==> src/rtl/sscfg_pkg.sv <==
package sscfg_pkg;

   typedef enum logic [1:0] {
      RES_OK         = 2'd0,
      RES_NO_ACK     = 2'd1,
      RES_INIT_FAULT = 2'd2,
      RES_NOT_DONE   = 2'd3
   } sscfg_res_e;

   typedef enum logic [2:0] {
      ST_IDLE,
      ST_PROG,
      ST_WAIT,
      ST_LOAD,
      ST_START,
      ST_CHECK,
      ST_FIN
   } sscfg_st_e;

   function automatic int sscfg_max(input int a, input int b);
      return (a > b) ? a : b;
   endfunction

endpackage

==> src/rtl/sscfg_sync.sv <==
module sscfg_sync #(
   parameter int W      = 2,
   parameter int STAGES = 2
) (
   input  logic         clk,
   input  logic         rst_n,
   input  logic [W-1:0] d_i,
   output logic [W-1:0] q_o
);
   logic [W-1:0] stg [STAGES];

   generate
      if (STAGES < 2) begin : g_bad_stages
         $error("sscfg_sync needs at least two stages");
      end
      for (genvar g = 0; g < STAGES; g++) begin : g_stage
         if (g == 0) begin : g_first
            always_ff @(posedge clk or negedge rst_n) begin
               if (!rst_n) stg[g] <= '0;
               else        stg[g] <= d_i;
            end
         end else begin : g_next
            always_ff @(posedge clk or negedge rst_n) begin
               if (!rst_n) stg[g] <= '0;
               else        stg[g] <= stg[g-1];
            end
         end
      end
   endgenerate

   assign q_o = stg[STAGES-1];
endmodule

==> src/rtl/sscfg_tick.sv <==
module sscfg_tick #(
   parameter int HALF = 1
) (
   input  logic clk,
   input  logic rst_n,
   input  logic en_i,
   output logic tick_o
);
   localparam int CW = (HALF > 1) ? $clog2(HALF) : 1;

   logic [CW-1:0] cnt;
   logic          wrap;

   assign wrap = (cnt == CW'(HALF - 1));

   always_ff @(posedge clk or negedge rst_n) begin
      if (!rst_n)     cnt <= '0;
      else if (!en_i) cnt <= '0;
      else if (wrap)  cnt <= '0;
      else            cnt <= cnt + 1'b1;
   end

   assign tick_o = en_i && wrap;
endmodule

==> src/rtl/sscfg_serial.sv <==
module sscfg_serial #(
   parameter int W = 8
) (
   input  logic         clk,
   input  logic         rst_n,
   input  logic         tick_i,
   input  logic         load_i,
   input  logic [W-1:0] byte_i,
   input  logic         pad_i,
   input  logic         flush_i,
   output logic         cclk_o,
   output logic         dout_o,
   output logic         full_o,
   output logic         idle_o,
   output logic         rise_o
);
   localparam int CW = (W > 1) ? $clog2(W) : 1;

   logic [W-1:0]  sh;
   logic [CW-1:0] cnt;
   logic          full;
   logic          cclk;
   logic          dout;

   always_ff @(posedge clk or negedge rst_n) begin
      if (!rst_n) begin
         sh   <= '0;
         cnt  <= '0;
         full <= 1'b0;
         cclk <= 1'b1;
         dout <= 1'b1;
      end else if (flush_i) begin
         full <= 1'b0;
         cnt  <= '0;
         cclk <= 1'b1;
      end else if (load_i && !full) begin
         sh   <= byte_i;
         full <= 1'b1;
         cnt  <= '0;
      end else if (tick_i) begin
         if (cclk) begin
            if (full || pad_i) begin
               cclk <= 1'b0;
               dout <= full ? sh[W-1] : 1'b1;
            end
         end else begin
            cclk <= 1'b1;
            if (full) begin
               sh <= sh << 1;
               if (cnt == CW'(W - 1)) begin
                  full <= 1'b0;
                  cnt  <= '0;
               end else begin
                  cnt <= cnt + 1'b1;
               end
            end
         end
      end
   end

   assign cclk_o = cclk;
   assign dout_o = dout;
   assign full_o = full;
   assign idle_o = !full && cclk;
   assign rise_o = tick_i && !cclk && !flush_i;
endmodule

==> src/rtl/sscfg_master.sv <==
module sscfg_master
   import sscfg_pkg::*;
#(
   parameter int CLK_HZ        = 50_000_000,
   parameter int CCLK_HZ       = 25_000_000,
   parameter int MAX_CCLK_HZ   = 33_000_000,
   parameter int MIN_PROG_NS   = 500,
   parameter int LEN_W         = 32,
   parameter int BYTE_W        = 8,
   parameter int SYNC_STAGES   = 2,
   parameter int PROG_LOW_CYC  = 25,
   parameter int INIT_WAIT_CYC = 1000,
   parameter int STARVE_CYC    = 100000,
   parameter int EXTRA_CLKS    = 64,
   parameter int SETTLE_CYC    = 8
) (
   input  logic              clk,
   input  logic              rst_n,
   input  logic              start_i,
   input  logic [LEN_W-1:0]  len_i,
   input  logic              s_valid_i,
   input  logic [BYTE_W-1:0] s_data_i,
   output logic              s_ready_o,
   output logic              prog_n_o,
   output logic              cclk_o,
   output logic              dout_o,
   input  logic              init_i,
   input  logic              done_i,
   output logic              busy_o,
   output logic              done_o,
   output logic [1:0]        result_o
);
   localparam int HALF    = (CLK_HZ + 2*CCLK_HZ - 1) / (2*CCLK_HZ);
   localparam int TMR_MAX = sscfg_max(sscfg_max(PROG_LOW_CYC, INIT_WAIT_CYC),
                                      sscfg_max(STARVE_CYC, SETTLE_CYC));
   localparam int TMR_W   = $clog2(TMR_MAX + 1);
   localparam int EXT_W   = $clog2(EXTRA_CLKS + 1);

   generate
      if (CLK_HZ / (2*HALF) > MAX_CCLK_HZ) begin : g_bad_rate
         $error("configuration clock above the allowed maximum");
      end
      if (longint'(PROG_LOW_CYC) * 64'd1_000_000_000 <
          longint'(MIN_PROG_NS) * longint'(CLK_HZ)) begin : g_bad_prog
         $error("program pulse shorter than the minimum low time");
      end
      if (PROG_LOW_CYC < SYNC_STAGES + 2) begin : g_short_prog
         $error("program pulse shorter than the synchroniser delay");
      end
      if (EXTRA_CLKS < 1 || SETTLE_CYC < 1 || INIT_WAIT_CYC < 1 || STARVE_CYC < 1) begin : g_bad_cnt
         $error("cycle counts must be at least one");
      end
   endgenerate

   sscfg_st_e          state;
   sscfg_res_e         result_q;
   logic [TMR_W-1:0]   tmr;
   logic [EXT_W-1:0]   ext;
   logic [LEN_W-1:0]   left;
   logic               init_s, done_s;
   logic               tick, ser_full, ser_idle, ser_rise, ser_flush;
   logic               ready, accept, active;

   sscfg_sync #(.W(2), .STAGES(SYNC_STAGES)) u_sync (
      .clk   (clk),
      .rst_n (rst_n),
      .d_i   ({init_i, done_i}),
      .q_o   ({init_s, done_s})
   );

   assign active    = (state == ST_LOAD) || (state == ST_START);
   assign ser_flush = active && !init_s;
   assign ready     = (state == ST_LOAD) && !ser_full && (left != '0) && init_s;
   assign accept    = ready && s_valid_i;

   sscfg_tick #(.HALF(HALF)) u_tick (
      .clk    (clk),
      .rst_n  (rst_n),
      .en_i   (active),
      .tick_o (tick)
   );

   sscfg_serial #(.W(BYTE_W)) u_ser (
      .clk     (clk),
      .rst_n   (rst_n),
      .tick_i  (tick),
      .load_i  (accept),
      .byte_i  (s_data_i),
      .pad_i   (state == ST_START),
      .flush_i (ser_flush),
      .cclk_o  (cclk_o),
      .dout_o  (dout_o),
      .full_o  (ser_full),
      .idle_o  (ser_idle),
      .rise_o  (ser_rise)
   );

   always_ff @(posedge clk or negedge rst_n) begin
      if (!rst_n) begin
         state    <= ST_IDLE;
         result_q <= RES_OK;
         tmr      <= '0;
         ext      <= '0;
         left     <= '0;
      end else begin
         case (state)
            ST_IDLE: begin
               if (start_i) begin
                  state <= ST_PROG;
                  tmr   <= '0;
                  left  <= len_i;
               end
            end
            ST_PROG: begin
               if (tmr == TMR_W'(PROG_LOW_CYC - 1)) begin
                  tmr <= '0;
                  if (init_s) begin
                     result_q <= RES_NO_ACK;
                     state    <= ST_FIN;
                  end else begin
                     state <= ST_WAIT;
                  end
               end else begin
                  tmr <= tmr + 1'b1;
               end
            end
            ST_WAIT: begin
               if (init_s) begin
                  tmr   <= '0;
                  ext   <= '0;
                  state <= (left == '0) ? ST_START : ST_LOAD;
               end else if (tmr == TMR_W'(INIT_WAIT_CYC - 1)) begin
                  result_q <= RES_INIT_FAULT;
                  state    <= ST_FIN;
               end else begin
                  tmr <= tmr + 1'b1;
               end
            end
            ST_LOAD: begin
               if (!init_s) begin
                  result_q <= RES_INIT_FAULT;
                  state    <= ST_FIN;
               end else if (accept) begin
                  left <= left - 1'b1;
                  tmr  <= '0;
               end else if (left == '0 && ser_idle) begin
                  ext   <= '0;
                  state <= ST_START;
               end else if (ready) begin
                  if (tmr == TMR_W'(STARVE_CYC - 1)) begin
                     result_q <= RES_NOT_DONE;
                     state    <= ST_FIN;
                  end else begin
                     tmr <= tmr + 1'b1;
                  end
               end
            end
            ST_START: begin
               if (!init_s) begin
                  result_q <= RES_INIT_FAULT;
                  state    <= ST_FIN;
               end else if (ser_rise) begin
                  if (ext == EXT_W'(EXTRA_CLKS - 1)) begin
                     tmr   <= '0;
                     state <= ST_CHECK;
                  end else begin
                     ext <= ext + 1'b1;
                  end
               end
            end
            ST_CHECK: begin
               if (tmr == TMR_W'(SETTLE_CYC - 1)) begin
                  result_q <= done_s ? RES_OK : RES_NOT_DONE;
                  state    <= ST_FIN;
               end else begin
                  tmr <= tmr + 1'b1;
               end
            end
            default: state <= ST_IDLE;
         endcase
      end
   end

   assign s_ready_o = ready;
   assign prog_n_o  = (state != ST_PROG);
   assign busy_o    = (state != ST_IDLE);
   assign done_o    = (state == ST_FIN);
   assign result_o  = result_q;
endmodule

==> config.mk <==
export PLATFORM = sky130hd
export DESIGN_NAME = sscfg_master
export DESIGN_NICKNAME = d
export VERILOG_FILES = /design/src/rtl/sscfg_pkg.sv /design/src/rtl/sscfg_sync.sv /design/src/rtl/sscfg_tick.sv /design/src/rtl/sscfg_serial.sv /design/src/rtl/sscfg_master.sv
export SDC_FILE = /design/constraint.sdc
export NUM_CORES = 1
export LEC_CHECK = 0
export BUFFER_PORTS_ARGS = -buffer_cell sky130_fd_sc_hd__buf_2
export CAP_MARGIN = 40
export CORE_MARGIN = 1.5
export CORE_UTILIZATION = 64
export DETAILED_ROUTE_END_ITERATION = 10
export PLACE_DENSITY_LB_ADDON = 0.2
export SYNTH_ARGS = -nofsm -noshare
export SYNTH_HDL_FRONTEND = slang
export SYNTH_SLANG_ARGS = --single-unit
==> constraint.sdc <==
create_clock -name clk -period 5.97 [get_ports clk]
set_clock_uncertainty 0.05 [all_clocks]
set_input_delay 1.194 -clock clk [delete_from_list [all_inputs] [get_ports clk]]
set_output_delay 1.194 -clock clk [all_outputs]
set_load 0.01 [all_outputs]
# After elaboration in Yosys (flattened, before gate mapping)
# Index checks and enable logic that the tools add are counted.
op_classes:
  n_addsub: 5
  n_eq_ne: 46
  n_mux: 79
  bitwise: 3
  reduce_logical: 40
op_table:
  columns: ["cell", "count"]
  rows:
  - ["17-bit 2-to-1 mux", 13]
  - ["17-bit case mux with 6 select lines", 1]
  - ["32-bit 2-to-1 mux", 3]
  - ["32-bit case mux with 2 select lines", 1]
  - ["3-bit 2-to-1 mux", 21]
  - ["7-bit 2-to-1 mux", 7]
  - ["32-bit logical NOT", 1]
  - ["8-bit 2-to-1 mux", 4]
  - ["32-bit nonzero test", 1]
  - ["32-bit by 1-bit subtractor with 32-bit output, second input constant", 1]
  - ["2-bit != test, second input constant", 13]
  - ["2-bit 2-to-1 mux", 12]
  - ["11-bit AND reduction", 2]
  - ["7-bit case mux with 3 select lines", 1]
  - ["3-bit by 2-bit != test with 1-bit output, second input constant", 6]
  - ["3-bit != test, second input constant", 6]
  - ["3-bit case mux with 6 select lines", 1]
  - ["17-bit by 1-bit adder with 17-bit output, second input constant", 1]
  - ["17-bit by 10-bit equality test with 1-bit output, second input constant", 1]
  - ["17-bit equality test, second input constant", 1]
  - ["17-bit by 3-bit equality test with 1-bit output, second input constant", 1]
  - ["17-bit by 5-bit equality test with 1-bit output, second input constant", 1]
  - ["1-bit 2-to-1 mux", 14]
  - ["3-bit equality test, second input constant", 4]
  - ["25 further kinds", 56]
word_totals:
  register_bits: 80
  in_bits: 46
  out_inout_bits: 8
  wordCells: 186

# Depth between registers and ports, before layout
logic_depth:
  ltp_word: 9
  ltp_mapped: 11
  depth_no_buf: 9

# Hierarchy
# Synthesis repeated with hierarchy kept, for this count alone.
unflattened:
  hier_cells: 575
  hier_area_um2: 4889.7
modules_own_cells:
  columns: ["mod", "instances", "cells_per_inst", "area_each_um2", "seq_area_each_um2"]
  rows:
  - ["sscfg_master", 1, 503, 3971.3, 1526.5]
  - ["sscfg_serial", 1, 65, 795.8, 352.8]
  - ["sscfg_sync", 1, 6, 115.1, 100.1]
  - ["sscfg_tick", 1, 1, 7.5, 0.0]

# Worst setup path before layout
# No wires, ideal clock.
synth_path:
  path_kind: "flip-flop to output port"
  startpoint: "register left[6]"
  endpoint: "output s_ready_o"
  t_arrival_ns: 1.849
  required_ns: 4.726
  slack_ns: 2.877
  stages_incl_launch_ff: 7
  n_path_buf: 1
  path_cell_list: "dfrtp_1 or3_1 clkbuf_1 nor4_1 and3_1 and2_1 nor3_1"
synth_via:
  elab_chain_cells: 3
synth_rtl:
  columns: ["item", "line", "source"]
  rows:
  - ["start, declared", "sscfg_master.sv:59", "logic [LEN_W-1:0] left;"]
  - ["start signal, assigned", "sscfg_master.sv:111", "left <= len_i;"]
  - ["start signal, assigned", "sscfg_master.sv:144", "left <= left - 1'b1;"]
  - ["32-bit nonzero test", "sscfg_master.sv:73", "assign ready = (state == ST_LOAD) && !ser_full && (left != '0) && init_s;"]
  - ["1-bit logical AND (2 in series)", "sscfg_master.sv:73", null]
  - ["end, declared", "sscfg_master.sv:23", "output logic s_ready_o,"]
# Every way passes these cells.

# Worst setup path in the final report
layout_path:
  startpoint: "register state[0]"
  endpoint: "output s_ready_o"
layout_via:
  elab_chain_cells: 4
layout_rtl:
  columns: ["item", "line", "source"]
  rows:
  - ["start, declared", "sscfg_master.sv:55", "sscfg_st_e state;"]
  - ["start signal, assigned", "sscfg_master.sv:131", "state <= (left == '0) ? ST_START : ST_LOAD;"]
  - ["3-bit by 2-bit equality test with 1-bit output", "sscfg_master.sv:73", null]
  - ["1-bit logical AND (3 in series)", "sscfg_master.sv:73", null]
# Every way passes these cells.

==> flow_summary.ini <==
[min_path]
worst_hold_path_type = reg2reg

[die]
placement_rows = 31
dieArea_mm2 = 0.00792
area_of_the_placeable_core_mm2 = 0.00721
boundaryPins = 54
initial_core_utilization_pct = 65.6
floorplan.die.height_um = 89.0
width_of_the_die_um = 89.0

[synthesis]
synth.net_count = 623
synth_commonest_cells = dfrtp_1 (77), nor2_1 (70), o21ai_1 (70), nand2_1 (46), a21oi_1 (39)
synthTopCellsByArea = dfrtp_1 (41%), o21ai_1 (7.4%), nor2_1 (5.6%)
synth_most_common_cell = dfrtp_1
number_of_flops_mapped_to_enable_cells_by_yosys = 0
synth.ff_latch_count = 79
ys.warnings.count = 0
post_synthesis_area_per_instance_um2 = 8.29
synth.distinct_cells = 55
ys.flop_type = dfrtp_1
syn-cell-area_mm2 = 0.00473
synth_largest_area_cell = dfrtp_1
async_reset_ff_share_pct = 100
synth_seq_area_share_pct = 41.8
synth_cells = 571
fraction_of_post_synthesis_cell_area_in_the_top_cell_type_by_area_pct = 40.7

[cts]
clk_root_buffer_cell = clkbuf_8
cts-buffers-inserted = 9
cts_max_path_buffers = 2
cts_tree = built
clock_tree.htree_level_count = 3
insertion_delay_ns = 0.36
hold_fix_buffers_at_cts = 0
clkSinkCount = 79
postCtsResizedCells = 0
path_clk_slew_ns = 0.08
postCtsSetupBuffers = 0

[layout]
seqCellArea_mm2 = 0.00198
finish.net_count = 661
filler_cell_count = 571
layout-area-overhead-vs-synth_pct = 10.9
drive_gt1_share_pct = 14.5
multiInputGateArea_mm2 = 0.00258
postLayoutCellArea_mm2 = 0.00525
antenna_cells = 0

[worst_setup_path]
crit_end = s_ready_o
worstPathArrival_ns = 2.67
timing.critical_path.from_type = flop
worst_path_max_delay_cell = dfrtp_1
crit_path_buffers_inverters = 1
r2r-end = tmr[11]
cpLargestDelayFamily = simple AND/OR/NAND/NOR gates
crit_path_max_fo = 24
timing.reg2reg.setup_slack_ns = 2.26
critical_path_depth = 4
critPathMaxStageDelay_ns = 0.79
cp.required_ns = 4.73
crit-reg2reg-launch = state[0]
cell_chain_critical_path = and3b_1 > nand2_1 > nor3_1 > buf_2
timing.critical_path.to_type = output pin
first_element_of_the_critical_path = state[0]
setup_crit_path_kind = reg2out
rr_worst_depth = 7

[drt]
initialDrtViolationCount = 300
post_drt_via_cell_ratio = 6.41
detail_route.wl_per_cell_um = 16.4
route.antenna.remaining_nets = 0
remaining_drc_errors = 0
via_count = 4570
router_iterations_before_antenna_repair = 6
routed_wirelength_um = 11700

[placement]
portBuffers = 53
dp_hpwl_um = 8270
placement.cell_area_mm2 = 0.00506
routabilityCongestion = 0.933

[global_routing]
vias_in_the_first_global_route = 3975
initial_antenna_violation_count = 0
grt_start_max_net_pins = 59
grt_util_all_layers_pct = 30.4
grt_pass1_wl_um = 18600
global_route.overflow_total = 0

[sta]
fmaxAchievable_mhz = 255
final-setup-viol-count = 0
fin_crit_ns = 3.92
hold_viol = 0
rsz0062_at_grt = false
worst_pin_slew_ns = 0.839
timing.slew.headroom_pct = 43.8
report.final.slew_viol_count = 0
layout_worst_path_cycle_share_pct = 65.6
fin_worst_hold_slack_ns = 0.302
fin_setup_tns_ns = 0

[power]
leakage_nw = 2.32
p_per_area_mw_per_mm2 = 181
vdd_ir_drop_max_mv = 0.120

[run]
maxCapViolations = 0

[outcome]
outcome = finished, final reports clean
[logic make-up after synthesis]
family                   Yosys count  share of synthesized area (%)
AND/OR/NAND/NOR                  228                           23.9
AO/OA/AOI/OAI                    201                           26.1
flip-flops                        79                           41.8
buffers and inverters             45                           3.91
multiplexers                      12                           2.64
adder cells (fa/ha/maj)            6                           1.59
[where the power goes]
| group | leakage, nW | switching [W] | total (W) | internal (W) |
|---|---|---|---|---|
| Combinational | 1.23 | 0.0000213 | 0.0000396 | 0.0000183 |
| Sequential | 0.994 | 0.00000296 | 0.000539 | 0.000536 |
| Clock | 0.0890 | 0.000197 | 0.000372 | 0.000175 |
| Total | 2.32 | 0.000222 | 0.000950 | 0.000729 |
[worst reg2reg max path, cell delays in order, from the launching register on]
cell and delay, ns:
dfrtp_1 0.79, and3b_1 0.64, nand2_1 0.38, nor2_1 0.27
a31oi_1 0.12, or3_2 0.64, nor2_2 0.50, a22o_1 0.24
[cell type report]
class | instances | area share (%)
clock inverters | 4 | 0.548
multi-input cells | 447 | 49.1
repair buffers | 57 | 6.25
well taps | 99 | 2.36
clock buffers | 12 | 2.96
flip-flops and latches | 79 | 37.7
inverters | 15 | 1.07
[how the worst min path moves through the flow]
stage	end	startpoint	cells past startpoint	slack (ns)
finish	u_sync.q_o[0]	u_sync.stg[2]	0	0.30
global route	u_sync.q_o[0]	u_sync.stg[2]	0	0.31
CTS	u_sync.q_o[0]	u_sync.stg[2]	0	0.30
detailed placement	u_sync.q_o[0]	u_sync.stg[2]	0	0.28
global placement	u_sync.q_o[1]	u_sync.stg[3]	0	0.28
floorplan	u_sync.q_o[0]	u_sync.stg[2]	0	0.28
[stage by stage]
stage          power [W]  worst slack [ns]  util [%]  cells
4_1_cts         0.000958              2.08      72.7    713
3_5_place_dp    0.000589              2.32      70.2    697
6_report        0.000950              2.05      72.7    713
3_3_place_gp    0.000586              2.44      69.5    694
5_1_grt         0.000985              1.91      72.7    713
2_1_floorplan   0.000558              2.88         -    571
[metal layers]
layer / GRT usage [%] / vias up / wire, um
met2: 50.8 / 177 / 5610
met3: 4.71 / 29 / 751
met1: 40.4 / 2174 / 5140
li1: - / 2190 / -
met5: 0 / - / 0
met4: 11.7 / 0 / 229
[registers in the layout, indices dropped and copies added (netlist names)]
name / count
result_o: 2
u_sync.q_o: 2
u_ser.dout_o: 1
u_ser.cnt: 3
state: 3
u_ser.sh: 8
u_ser.full_o: 1
left: 32
tmr: 17
ext: 7
u_ser.cclk_o: 1
u_sync.stg: 2
[cells in the final DEF, fill, tap and decap left out, types with 2 or more instances in the layout]
| master | netlist | final |
|---|---|---|
| dfrtp_1 | 77 | 77 |
| nor2_1 | 70 | 70 |
| o21ai_1 | 70 | 70 |
| buf_2 | 4 | 53 |
| nand2_1 | 46 | 45 |
| a21oi_1 | 39 | 39 |
| nor3_1 | 26 | 26 |
| nand3_1 | 21 | 21 |
| a22oi_1 | 17 | 17 |
| o21ai_0 | 16 | 16 |
| a22o_1 | 16 | 16 |
| inv_1 | 15 | 15 |
| clkbuf_8 | 0 | 11 |
| a21o_1 | 10 | 10 |
| or3_1 | 9 | 9 |
| nor4_1 | 8 | 8 |
| a32oi_1 | 8 | 8 |
| mux2i_1 | 8 | 8 |
| nand2b_1 | 6 | 6 |
| and3_1 | 6 | 6 |
| nand4_1 | 6 | 6 |
| a31oi_1 | 6 | 6 |
| ha_1 | 6 | 6 |
| or4_1 | 5 | 5 |
| o31ai_1 | 5 | 5 |
| nor3b_1 | 4 | 4 |
| nor2b_1 | 4 | 4 |
| nor4_2 | 3 | 3 |
| and2_1 | 3 | 3 |
| a211oi_1 | 2 | 2 |
| or2_2 | 2 | 2 |
| nand4b_1 | 2 | 2 |
| mux2_2 | 2 | 2 |
| o41ai_1 | 2 | 2 |
| mux2_1 | 2 | 2 |
| clkinvlp_4 | 0 | 2 |
| buf_4 | 1 | 2 |
| dfstp_2 | 2 | 2 |
(Power assumes the default switching activity.)
